File: config.mk
export PLATFORM = sky130hd
export DESIGN_NAME = codec_serial_port
export DESIGN_NICKNAME = d
export VERILOG_FILES = /design/src/rtl/codec_serial_port.sv
export SDC_FILE = /design/constraint.sdc
export NUM_CORES = 1
export LEC_CHECK = 0
export ABC_AREA = 1
export BUFFER_PORTS_ARGS = -buffer_cell sky130_fd_sc_hd__buf_4
export CAP_MARGIN = 5
export CORE_MARGIN = 4
export CORE_UTILIZATION = 30
export DETAILED_ROUTE_END_ITERATION = 8
export GPL_TIMING_DRIVEN = 1
export MAX_ROUTING_LAYER = met4
export PLACE_DENSITY_LB_ADDON = 0.2
export SYNTH_ARGS = -nofsm -noshare
export SYNTH_HDL_FRONTEND = slang
export SYNTH_SLANG_ARGS = --single-unit
File: constraint.sdc
create_clock -name clk -period 4.3 [get_ports clk]
set_input_delay 0.645 -clock clk [delete_from_list [all_inputs] [get_ports clk]]
set_output_delay 0.645 -clock clk [all_outputs]
set_load 0.03 [all_outputs]
File: src/rtl/codec_serial_port.sv
module codec_serial_port #(
  parameter int WORD_W   = 16,
  parameter int SLOTS    = 4,
  parameter int CQ_DEPTH = 4
) (
  input  logic                         clk,
  input  logic                         rst_n,
  input  logic                         sclk_i,
  input  logic                         rfs_i,
  input  logic                         dr_i,
  input  logic                         tfs_i,
  output logic                         tfs_o,
  output logic                         tfs_oe_o,
  output logic                         dt_o,
  input  logic                         loopback_i,
  input  logic                         abuf_en_i,
  input  logic [$clog2(SLOTS+1)-1:0]   abuf_cnt_i,
  output logic                         rx_irq_o,
  output logic [$clog2(SLOTS)-1:0]     rx_slot_o,
  output logic                         rx_ovr_o,
  input  logic                         rx_ack_i,
  input  logic [$clog2(SLOTS)-1:0]     rd_idx_i,
  output logic [WORD_W-1:0]            rd_data_o,
  input  logic                         ctrl_push_i,
  input  logic [WORD_W-1:0]            ctrl_data_i,
  output logic                         ctrl_full_o,
  input  logic                         dac_wr_i,
  input  logic [WORD_W-1:0]            dac_data_i
);
  localparam int IW = $clog2(SLOTS);
  localparam int CW = $clog2(SLOTS + 1);
  localparam int QW = $clog2(CQ_DEPTH);
  localparam int BW = $clog2(WORD_W + 1);

  logic [2:0] sck;
  logic [1:0] rfs_s, dr_s, tfi_s;

  always_ff @(posedge clk or negedge rst_n)
    if (!rst_n) begin
      sck   <= '0;
      rfs_s <= '0;
      dr_s  <= '0;
      tfi_s <= '0;
    end else begin
      sck   <= {sck[1:0], sclk_i};
      rfs_s <= {rfs_s[0], rfs_i};
      dr_s  <= {dr_s[0], dr_i};
      tfi_s <= {tfi_s[0], tfs_i};
    end

  wire srise = sck[1] & ~sck[2];
  wire sfall = ~sck[1] & sck[2];

  logic [CW-1:0] n_eff;
  always_comb
    if (abuf_cnt_i == '0)                n_eff = CW'(1);
    else if (abuf_cnt_i > CW'(SLOTS))    n_eff = CW'(SLOTS);
    else                                 n_eff = abuf_cnt_i;

  // receive path
  logic [BW-1:0]     rx_left;
  logic [WORD_W-1:0] rx_sh;
  logic [IW-1:0]     rx_idx;
  logic              rx_pend;
  logic [WORD_W-1:0] buf_q [SLOTS];

  wire               idx_end = (CW'(rx_idx) == n_eff - CW'(1));
  wire               rx_done = sfall && (rx_left == BW'(1));
  wire [WORD_W-1:0]  rx_word = {rx_sh[WORD_W-2:0], dr_s[1]};
  wire               rx_fire = rx_done && (!abuf_en_i || idx_end);

  always_ff @(posedge clk or negedge rst_n)
    if (!rst_n) begin
      rx_left   <= '0;
      rx_sh     <= '0;
      rx_idx    <= '0;
      rx_slot_o <= '0;
      rx_irq_o  <= 1'b0;
      rx_pend   <= 1'b0;
      rx_ovr_o  <= 1'b0;
    end else begin
      rx_irq_o <= rx_fire;
      if (sfall) begin
        if (rx_left != '0) begin
          rx_sh   <= rx_word;
          rx_left <= rx_left - BW'(1);
        end
        if (rx_left <= BW'(1) && rfs_s[1]) rx_left <= BW'(WORD_W);
      end
      if (rx_done) begin
        rx_slot_o <= rx_idx;
        rx_idx    <= idx_end ? '0 : rx_idx + IW'(1);
      end
      if (rx_ack_i) begin
        rx_pend  <= 1'b0;
        rx_ovr_o <= 1'b0;
      end
      if (rx_fire) begin
        rx_pend <= 1'b1;
        if (rx_pend && !rx_ack_i) rx_ovr_o <= 1'b1;
      end
    end

  always_ff @(posedge clk)
    if (rx_done) buf_q[rx_idx] <= rx_word;

  assign rd_data_o = buf_q[rd_idx_i];

  // control word queue
  logic [WORD_W-1:0] cq_mem [CQ_DEPTH];
  logic [QW-1:0]     cq_wp, cq_rp;
  logic [QW:0]       cq_cnt;
  logic              cq_pop;

  assign ctrl_full_o = (cq_cnt == (QW+1)'(CQ_DEPTH));
  wire cq_has  = (cq_cnt != '0);
  wire cq_push = ctrl_push_i && !ctrl_full_o;

  always_ff @(posedge clk or negedge rst_n)
    if (!rst_n) begin
      cq_wp  <= '0;
      cq_rp  <= '0;
      cq_cnt <= '0;
    end else begin
      if (cq_push) cq_wp <= (cq_wp == QW'(CQ_DEPTH-1)) ? '0 : cq_wp + QW'(1);
      if (cq_pop)  cq_rp <= (cq_rp == QW'(CQ_DEPTH-1)) ? '0 : cq_rp + QW'(1);
      case ({cq_push, cq_pop})
        2'b10:   cq_cnt <= cq_cnt + (QW+1)'(1);
        2'b01:   cq_cnt <= cq_cnt - (QW+1)'(1);
        default: cq_cnt <= cq_cnt;
      endcase
    end

  always_ff @(posedge clk)
    if (cq_push) cq_mem[cq_wp] <= ctrl_data_i;

  // transmit path
  logic [WORD_W-1:0] tx_sh, tx_hold, dac_new, dac_last;
  logic [BW-1:0]     tx_left;
  logic              tx_go, dac_pend;

  wire tx_free  = !tx_go && (tx_left <= BW'(1));
  wire nl_start = srise && !loopback_i && tx_free && (cq_has || dac_pend);
  wire lb_start = sfall && loopback_i && tfi_s[1] && tx_free;
  wire tx_start = nl_start || lb_start;
  assign cq_pop = tx_start && cq_has;

  wire [WORD_W-1:0] tx_pick = cq_has ? cq_mem[cq_rp] : (dac_pend ? dac_new : dac_last);

  assign tfs_oe_o = ~loopback_i;

  always_ff @(posedge clk or negedge rst_n)
    if (!rst_n) begin
      tfs_o    <= 1'b0;
      dt_o     <= 1'b0;
      tx_sh    <= '0;
      tx_hold  <= '0;
      tx_left  <= '0;
      tx_go    <= 1'b0;
      dac_new  <= '0;
      dac_last <= '0;
      dac_pend <= 1'b0;
    end else begin
      if (srise) begin
        tfs_o <= nl_start;
        if (tx_go) begin
          dt_o    <= tx_hold[WORD_W-1];
          tx_sh   <= {tx_hold[WORD_W-2:0], 1'b0};
          tx_left <= BW'(WORD_W-1);
          tx_go   <= 1'b0;
        end else if (tx_left != '0) begin
          dt_o    <= tx_sh[WORD_W-1];
          tx_sh   <= {tx_sh[WORD_W-2:0], 1'b0};
          tx_left <= tx_left - BW'(1);
        end
      end
      if (tx_start) begin
        tx_hold <= tx_pick;
        tx_go   <= 1'b1;
        if (!cq_has) begin
          if (dac_pend) dac_last <= dac_new;
          dac_pend <= 1'b0;
        end else if (loopback_i) begin
          dac_pend <= 1'b0;
        end
      end
      if (dac_wr_i) begin
        dac_new  <= dac_data_i;
        dac_pend <= 1'b1;
      end
    end
endmodule

==> Word level (Yosys, flattened, before mapping) <==
Memory sizes are Yosys's and may differ from the RTL's.
Index checks and enable logic that the tools add are counted.
{ "word_totals": {"reg_bits": 116, "latch_bits": 0, "ramBits": 128, "mem_bits_ro": 0, "input_bits": 48, "output_inout_bits": 24, "n_memories": 2} }
{ "classes": {"n_addsub": 8, "mul": 0, "div": 0, "n_lt_le_gt_ge": 3, "n_eq_ne": 8, "shift": 0, "mux": 31, "n_bitwise": 6, "reduce_logical": 36} }
{ "mem_list": {"columns": ["memory", "depth", "word_bits", "read_ports", "rd_clocked_by_memory_dff", "write_ports", "line_no", "source"], "rows": [
  ["buf_q", 4, 16, 1, 0, 1, "65", "logic [WORD_W-1:0] buf_q [SLOTS];"],
  ["cq_mem", 4, 16, 1, 0, 1, "110", "logic [WORD_W-1:0] cq_mem [CQ_DEPTH];"]
]} }
{ "ops": {"columns": ["operator", "count"], "rows": [
  ["16-bit two-way mux", 4],
  ["5-bit two-way mux", 4],
  ["1-bit two-way mux", 17],
  ["1-bit logical AND", 13],
  ["2-bit nonzero test", 6],
  ["5-bit by 1-bit <= comparator with 1-bit output (second input constant)", 2],
  ["2-bit AND reduction", 5],
  ["5-bit nonzero test", 2],
  ["5-bit by 1-bit subtractor with 5-bit output (second input constant)", 2],
  ["2-bit by 1-bit adder with 2-bit output (second input constant)", 3],
  ["2-bit equality test (second input constant)", 3],
  ["2-bit two-way mux", 3],
  ["3-bit two-way mux", 2],
  ["3-bit one-hot mux with 2 select lines", 1],
  ["3-bit by 1-bit subtractor with 3-bit output (second input constant)", 2],
  ["5-bit by 1-bit equality test with 1-bit output (second input constant)", 1],
  ["1-bit logical NOT", 5],
  ["1-bit inverter", 4],
  ["3-bit by 1-bit adder with 3-bit output (second input constant)", 1],
  ["2-bit by 3-bit equality test with 1-bit output", 1],
  ["3-bit equality test (second input constant)", 1],
  ["3-bit > comparator (second input constant)", 1],
  ["3-bit logical NOT", 1],
  ["1-bit logical OR", 3],
  ["4 further kinds", 5]
]} }

==> Longest topological paths before layout <==
Gate-level depths: netlist (run 1).
{ "depth": {"depth_word": 9, "mapped_depth": 14, "mapped_depth_nobuf": 13} }

==> Worst setup path before layout (run 1) <==
Ideal clock, no wire load.
{ "synth_timing": {"path_kind": "reg-to-reg", "startpoint": "register cq_cnt[1]", "endpoint": "register cq_cnt[2]", "setup_ns": 0.131, "t_arrival_ns": 2.421, "slack_ns": 1.748, "path_stages_with_launch": 10, "path_cell_list": "dfrtp_1 > nor3_1 > nor2_1 > inv_1 > ha_1 > inv_1 > fa_1 > a21oi_1 > o21ai_0 > xor2_1"} }
{ "synth_rtl": {"columns": ["element", "line_no", "source"], "rows": [
  ["start: declaration", "112", "logic [QW:0] cq_cnt;"],
  ["start signal: assignment", "128", "2'b10: cq_cnt <= cq_cnt + (QW+1)'(1);"],
  ["start signal: assignment", "129", "2'b01: cq_cnt <= cq_cnt - (QW+1)'(1);"],
  ["start signal: assignment", "130", "default: cq_cnt <= cq_cnt;"],
  ["3-bit equality test *", "115", "assign ctrl_full_o = (cq_cnt == (QW+1)'(CQ_DEPTH));"],
  ["via ctrl_full_o", "26", "output logic ctrl_full_o,"],
  ["1-bit logical NOT *", "117", "wire cq_push = ctrl_push_i && !ctrl_full_o;"],
  ["1-bit logical AND *", "117", null],
  ["2-bit by 1-bit equality test with 1-bit output / 2-bit equality test (equally long branches)", "127", "case ({cq_push, cq_pop})"],
  ["3-bit one-hot mux with 2 select lines / 2-bit nonzero test (equally long branches)", null, null]
]} }
The timed path passes the listed nets; every way through them passes the cells marked *.
A chain may end at the register's enable or synchronous reset.

==> Worst setup path in the final report (run 1) <==
{ "layout_timing": {"startpoint": "register dac_pend", "endpoint": "register cq_cnt[1]"} }
{ "layout_via": {"elab_chain_cells": 6} }
{ "layout_rtl": {"columns": ["element", "line_no", "source"], "rows": [
  ["start: declaration", "140", "logic tx_go, dac_pend;"],
  ["start signal: assignment", "162", "dac_pend <= 1'b0;"],
  ["start signal: assignment", "182", "dac_pend <= 1'b0;"],
  ["start signal: assignment", "184", "dac_pend <= 1'b0;"],
  ["1-bit logical OR *", "143", "wire nl_start = srise && !loopback_i && tx_free && (cq_has || dac_pend);"],
  ["1-bit logical AND *", "143", null],
  ["1-bit logical OR *", "145", "wire tx_start = nl_start || lb_start;"],
  ["1-bit logical AND *", "146", "assign cq_pop = tx_start && cq_has;"],
  ["via cq_pop", "113", "logic cq_pop;"],
  ["2-bit by 1-bit equality test with 1-bit output / 2-bit equality test (equally long branches)", "127", null],
  ["3-bit one-hot mux with 2 select lines / 2-bit nonzero test (equally long branches)", null, null]
]} }
Marked as above.

==> impl_metrics.yaml, run 1 <==
worst_setup_path:
  slowest_delay_ns: 0.63
  crit_top_cell: "inv_1"
  r2r_start: "dac_pend"
  crit_required_ns: 4.75
  crit_type: "reg -> reg"
  rrSetupSlack_ns: 1.41
  crit_slowest_cell: "inv_1"
  cp_top_family: "simple AND/OR/NAND/NOR gates"
  cp_num_buf_inv: 3
  cp.arrival_ns: 3.34
  critPathCaptureType: "flop"
  timing.rr.end: "cq_cnt[1]"
  r2r_cells: 10
  cp_max_fo: 33
  cp-start-kind: "flop"
  path_cells: "inv_1 > nand4_1 > nand2_1 > nand2_2 > nand3_1 > inv_1 > ha_1 > inv_1 > fa_1 > o21ai_0"
clock_network:
  clock-sinks: 243
  cts_tree: "done"
  worst_skew_pair.late_latency_ns: 0.54
  cts_resized: 0
  cts_max_level: 1
  ctsHoldBuffers: 0
  cts-buffers-inserted: 28
  path_clk_slew_ns: 0.06
  cts_root_buf: "clkbuf_16"
  clk_path_buf_depth: 3
  cts_setup_buffers: 0
route:
  drt.antenna.violating_nets: 0
  wl_per_cell_um: 14.5
  routed_wirelength_um: 22200
  vias: 6677
  dr.pass1.iters: 4
  drcViolationCount: 0
  drtIter0Drc: 281
  vias_per_cell: 4.38
synthesis:
  synth_top_area_frac: 0.377
  synth.area.top_cells: "edfxtp_1, dfrtp_1, nand2_1"
  ys_ff_latch: 243
  synth_cell_types: 31
  yosys_warnings: 0
  synth_nets: 1056
  synth_area_um2: 10200
  synth_top_cell_by_area: "edfxtp_1"
  syn_inst: 991
  synth_seq_area_share: 0.660
  synth_area_per_cell_um2: 10.3
hold_path:
  hp-start: "dr_i"
  hold_path_depth: 1
  hold_end: "dr_s[0]"
  hp-class: "in -> reg"
power:
  clkPwrFrac: 0.313
  ir_drop_v: 0.000342
  power_switching_mw: 2.41
  power_density_nw_per_um2: 609
  power_frac_seq: 0.451
  netSwitchingFraction: 0.329
  cellLeakagePower_nw: 5.16
  p_int_mw: 4.93
  combPwrFrac: 0.236
layout:
  syn2layout_area_growth_pct: 18.3
  diodes: 0
  final_nets: 1120
  stdcell_count: 1525
  final_layout_size_suffix_gt1_frac: 0.127
  fin_util: 0.359
  layout.cells.most_common: "nand2_1"
  layout_common_cells: "nand2_1, o21ai_0, edfxtp_1"
place:
  dp_slack_ns: 1.41
  io_buffer_count: 71
  gp_congestion: 0.774
  dp.cells: 1473
  dp_hpwl_um: 14100
sta:
  setup_viol: 0
  timing.slew.headroom: 0.325
  period_minus_slack_ns: 2.89
  slew_violations: 0
  fin_crit_sh: 0.671
  worst_slack_ns: 1.41
  finClkSkew_ns: 0.00935
  tightest_slew_ns: 1.01
  rsz0062_at_grt: "no"
  hold_violations: 0
  fmax_ghz: 0.346
  setup_tns_ns: 0
floorplan:
  fp.dieW_um: 192
  core_um2: 33500
  rows: 67
  die_y_um: 192
  initial_core_util: 0.304
  die-area_um2: 37000
  ios: 72
grt:
  grt_max_degree: 69
  grt_pass1_vias: 6612
  antenna_found_initial: 0
  grt_overflow: 0
  grt_pass1_wl_um: 35700
  grtUsageTotal: 0.124
job:
  cap_violations: 0
status:
  status: "completed"
-- worst reg2reg max path, stage by stage, from the launching register on --
cell	delay, ns
dfrtp_1	0.37
inv_1	0.63
nand4_1	0.22
nand2_1	0.12
nand2_2	0.28
nand3_1	0.23
inv_1	0.07
ha_1	0.19
inv_1	0.10
fa_1	0.42
o21ai_0	0.18
-- stage by stage --
step                area (µm²)  hold slack (ns)  total power [mW]
floorplan                10200            0.331              4.52
global placement         11100            0.336              5.10
detailed placement       11100            0.338              5.12
CTS                      12000            0.186              7.46
global route             12000            0.194              7.86
finish                   12000            0.215              7.34
-- cell families after synthesis --
kind of cell	synth area share
buffers and inverters	0.0452
and+or+nand+nor	0.179
DFF	0.660
adders and majority gates	0.0216
muxes	0.0138
AOI/OAI and AO/OA	0.0780
xor gates and xnor gates	0.00258
-- how the worst max path moves through the flow --
stage / end / slack, ns / depth (start not counted) / from
2_1_floorplan: cq_cnt[2] / 1.75 / 9 / cq_cnt[1]
3_3_place_gp: cq_cnt[2] / 1.40 / 12 / loopback_i
3_5_place_dp: cq_cnt[1] / 1.41 / 10 / dac_pend
4_1_cts: cq_cnt[1] / 1.39 / 10 / dac_pend
5_1_grt: cq_cnt[1] / 1.08 / 10 / dac_pend
6_report: cq_cnt[1] / 1.41 / 10 / dac_pend
-- routing by layer --
metal  track usage  up-vias  wire length [µm]
met4        0.0431        0               743
li1              -     3430                 -
met3        0.0180       46               729
met1         0.164     3092             10500
met2         0.197      109             10200
met5             -        -                 0
-- synth_stat cells --
master,count
nor3_4,1
nand4_1,21
inv_4,1
o31ai_1,1
xnor2_1,1
mux2i_1,14
a21oi_4,1
nand3_1,26
nand2_4,1
nand2_2,2
o22ai_1,16
nor3_1,2
fa_1,1
edfxtp_1,128
nor2_1,112
inv_2,1
nor2_4,1
nand3_2,1
o21ai_1,3
dfrtp_1,115
nand3b_1,1
clkbuf_1,22
o21ai_0,128
buf_6,1
a21oi_1,3
xor2_1,2
inv_1,67
buf_4,2
ha_1,16
buf_2,18
nand2_1,282
-- sequential cells by signal (all words and copies together), names as in the netlist, 3 cells and up --
name      cells
cq_cnt        3
dac_last     16
tx_hold      16
rx_sh        15
rx_left       5
tx_sh        15
cq_mem       64
buf_q        64
dac_new      16
tx_left       5
sck           3
-- power groups by stage --
stage                     Combinational, mW  Sequential, mW  Clock (mW)
after global routing                   2.02            3.38        2.46
after floorplan                        1.25            3.27           0
after CTS                              1.77            3.31        2.38
after global placement                 1.75            3.34           0
final                                  1.73            3.31        2.30
after detailed placement               1.76            3.35           0
-- area by class of cell --
cell class / count / area [µm²]
Fill cell: 3398 / 21500
Sequential cell: 243 / 6720
Multi-Input combinational cell: 636 / 3020
Clock buffer: 39 / 805
Timing Repair Buffer: 77 / 578
Tap cell: 448 / 561
Inverter: 69 / 262
Clock inverter: 13 / 103
No activity file was read; power rests on OpenSTA's default activity.
==> run 2: changes to the inputs <==
--- a/config.mk
+++ b/config.mk
@@ -5,7 +5,7 @@
 export SDC_FILE = /design/constraint.sdc
 export NUM_CORES = 1
 export LEC_CHECK = 0
-export ABC_AREA = 1
+export ABC_AREA = 0
 export BUFFER_PORTS_ARGS = -buffer_cell sky130_fd_sc_hd__buf_4
 export CAP_MARGIN = 5
 export CORE_MARGIN = 4
==> constraint.sdc (replaced) <==
create_clock -name clk -period 2.6 [get_ports clk]
set_input_delay 0.39 -clock clk [delete_from_list [all_inputs] [get_ports clk]]
set_output_delay 0.39 -clock clk [all_outputs]
set_load 0.03 [all_outputs]
==> impl_metrics.yaml, run 2 <==
status:
  status: "completed"
worst_setup_path:
  crit_required_ns: 3.03
  critPathCaptureType: "flop"
  r2r_start: "tx_left[2]"
  crit_type: "reg -> reg"
  timing.rr.end: "cq_cnt[2]"
  cp-start-kind: "flop"
  crit_slowest_cell: "dfrtp_1"
  path_cells: "nor4_4 > and2_4 > nand3_1 > inv_1 > ha_1 > inv_1 > fa_1 > xor2_1 > nor2_1 > xor2_1"
  cp_top_family: "simple AND/OR/NAND/NOR gates"
  cp_max_fo: 6
  slowest_delay_ns: 0.46
  cp_num_buf_inv: 2
  r2r_cells: 10
  rrSetupSlack_ns: 0.21
  cp.arrival_ns: 2.82
layout:
  fillers: 3068
  diodes: 0
  multi_input_area_um2: 2980
  final_layout_size_suffix_gt1_frac: 0.312
  layout_common_cells: "edfxtp_1, dfrtp_1, buf_4"
  layout.cells.most_common: "edfxtp_1"
  fin_util: 0.369
  stdcell_count: 1185
  design_area_um2: 12000
  final_nets: 788
  top_regs: "buf_q x64, cq_mem x64"
  regArea_um2: 6720
  syn2layout_area_growth_pct: 21.1
synthesis:
  ys_ff_latch: 243
  yosys_warnings: 0
  async_flop_share: 0.473
  synth-edff-count: 128
  synth_commonest_cells: "edfxtp_1, dfrtp_1, nand2_1"
  synth_area_per_cell_um2: 15.9
  synth_most_common_cell: "edfxtp_1"
  synth_seq_area_share: 0.678
  synth_cell_types: 53
  ys.flop_type: "edfxtp_1"
  synth_top_cell_by_area: "edfxtp_1"
  synth_nets: 690
  synth_top_area_frac: 0.388
  syn_inst: 625
  synth.area.top_cells: "edfxtp_1, dfrtp_1, mux4_2"
  synth_area_um2: 9920
sta:
  fin_crit_sh: 0.920
  timing.slew.headroom: 0.447
  worst_slack_ns: 0.207
  hold_violations: 0
  slew_violations: 0
  finClkSkew_ns: 0.0131
  rsz0062_at_grt: "no"
  fmax_ghz: 0.418
  period_minus_slack_ns: 2.39
  setup_tns_ns: 0
  setup_viol: 0
  tightest_slew_ns: 0.829
  fin_hold_ws_ns: 0.0669
hold_path:
  hold_end: "rx_irq_o"
  hp-class: "in -> reg"
  hp-start: "abuf_en_i"
  hold_path_depth: 2
floorplan:
  initial_core_util: 0.305
  fp.dieW_um: 190
  die_y_um: 190
  die-area_um2: 36000
  rows: 66
  core_um2: 32500
  ios: 72
grt:
  grt_overflow: 0
  grt_use_met1: 0.130
  antenna_found_initial: 0
  grt_pass1_vias: 5865
  grt_pass1_wl_um: 30600
  gr-usage-met3: 0.0194
  grt_max_degree: 51
  met2_usage: 0.187
  grtUsageTotal: 0.107
  grt.busiest_layer: "met2"
clock_network:
  cts-buffers-inserted: 27
  cts_max_level: 1
  ctsHoldBuffers: 5
  cts_resized: 0
  worst_skew_pair.late_latency_ns: 0.52
  cts_setup_buffers: 0
  cts_tree: "done"
  clock-sinks: 243
  clk_path_buf_depth: 3
  cts_root_buf: "clkbuf_16"
  path_clk_slew_ns: 0.06
place:
  io_buffer_count: 71
  placed_area_um2: 11000
  dp_slack_ns: 0.219
  gp_congestion: 0.751
  dp_hpwl_um: 12400
  dp.cells: 1131
route:
  drt.antenna.violating_nets: 0
  drcViolationCount: 0
  dr.pass1.iters: 4
  routed_wirelength_um: 18500
  drtIter0Drc: 178
  vias: 5285
  vias_per_cell: 4.46
  wl_per_cell_um: 15.6
power:
  power_density_nw_per_um2: 900
  fin_total_pwr_mw: 10.8
  cellLeakagePower_nw: 4.82
  ir_drop_v: 0.000514
job:
  cap_violations: 0
==> run 2: cell count changes after synthesis, sizes merged, moves of 32 or more <==
| cell | before | now |
|---|---|---|
| nand2 | 285 | 59 |
| nor2 | 113 | 14 |
| o21ai | 131 | 59 |
| mux2 | 0 | 52 |
| inv | 69 | 18 |
| mux4 | 0 | 32 |
==> run 2: worst register-to-register path, stage by stage, from the launching register on <==
cell and delay (ns):
dfrtp_1 0.46, nor4_4 0.34, and2_4 0.23, nand3_1 0.12
inv_1 0.08, ha_1 0.18, inv_1 0.06, fa_1 0.38
xor2_1 0.15, nor2_1 0.13, xor2_1 0.18
==> run 2: logic make-up after synthesis <==
kind of cell / after synthesis / synth area share
DFF: 243 / 0.678
xor gates and xnor gates: 6 / 0.00530
adders and majority gates: 17 / 0.0222
and+or+nand+nor: 114 / 0.0573
AOI/OAI and AO/OA: 82 / 0.0486
buffers and inverters: 48 / 0.0226
muxes: 115 / 0.166
==> run 2: where the power goes <==
part | switching (mW) | internal, mW | total, mW
registers | 0.404 | 4.77 | 5.17
clock network | 1.50 | 2.41 | 3.91
logic | 0.935 | 0.795 | 1.73
total | 2.84 | 7.97 | 10.8
==> run 2: final cells by class <==
type	count	area share
Clock buffer	30	0.0572
Inverter	18	0.00562
Multi-Input combinational cell	334	0.248
Timing Repair Buffer	99	0.0640
Tap cell	442	0.0460
Clock inverter	19	0.0197
Sequential cell	243	0.560
==> run 2: routing by layer <==
metal	vias up	part of all wire
met5	-	0
met1	2654	0.43
met3	27	0.033
met4	0	0.022
met2	78	0.51
li1	2526	-
==> run 2: worst max path at each step <==
| stage | slack, ns | cells past startpoint | endpoint | start |
|---|---|---|---|---|
| final | 0.21 | 10 | cq_cnt[2] | tx_left[2] |
| after global routing | 0.05 | 12 | cq_cnt[2] | tx_left[1] |
| after CTS | 0.19 | 10 | cq_cnt[2] | tx_left[2] |
| after detailed placement | 0.22 | 10 | cq_cnt[2] | tx_left[2] |
| after global placement | 0.37 | 12 | cq_cnt[2] | tx_left[1] |
| after floorplan | 0.37 | 11 | cq_cnt[2] | tx_go |
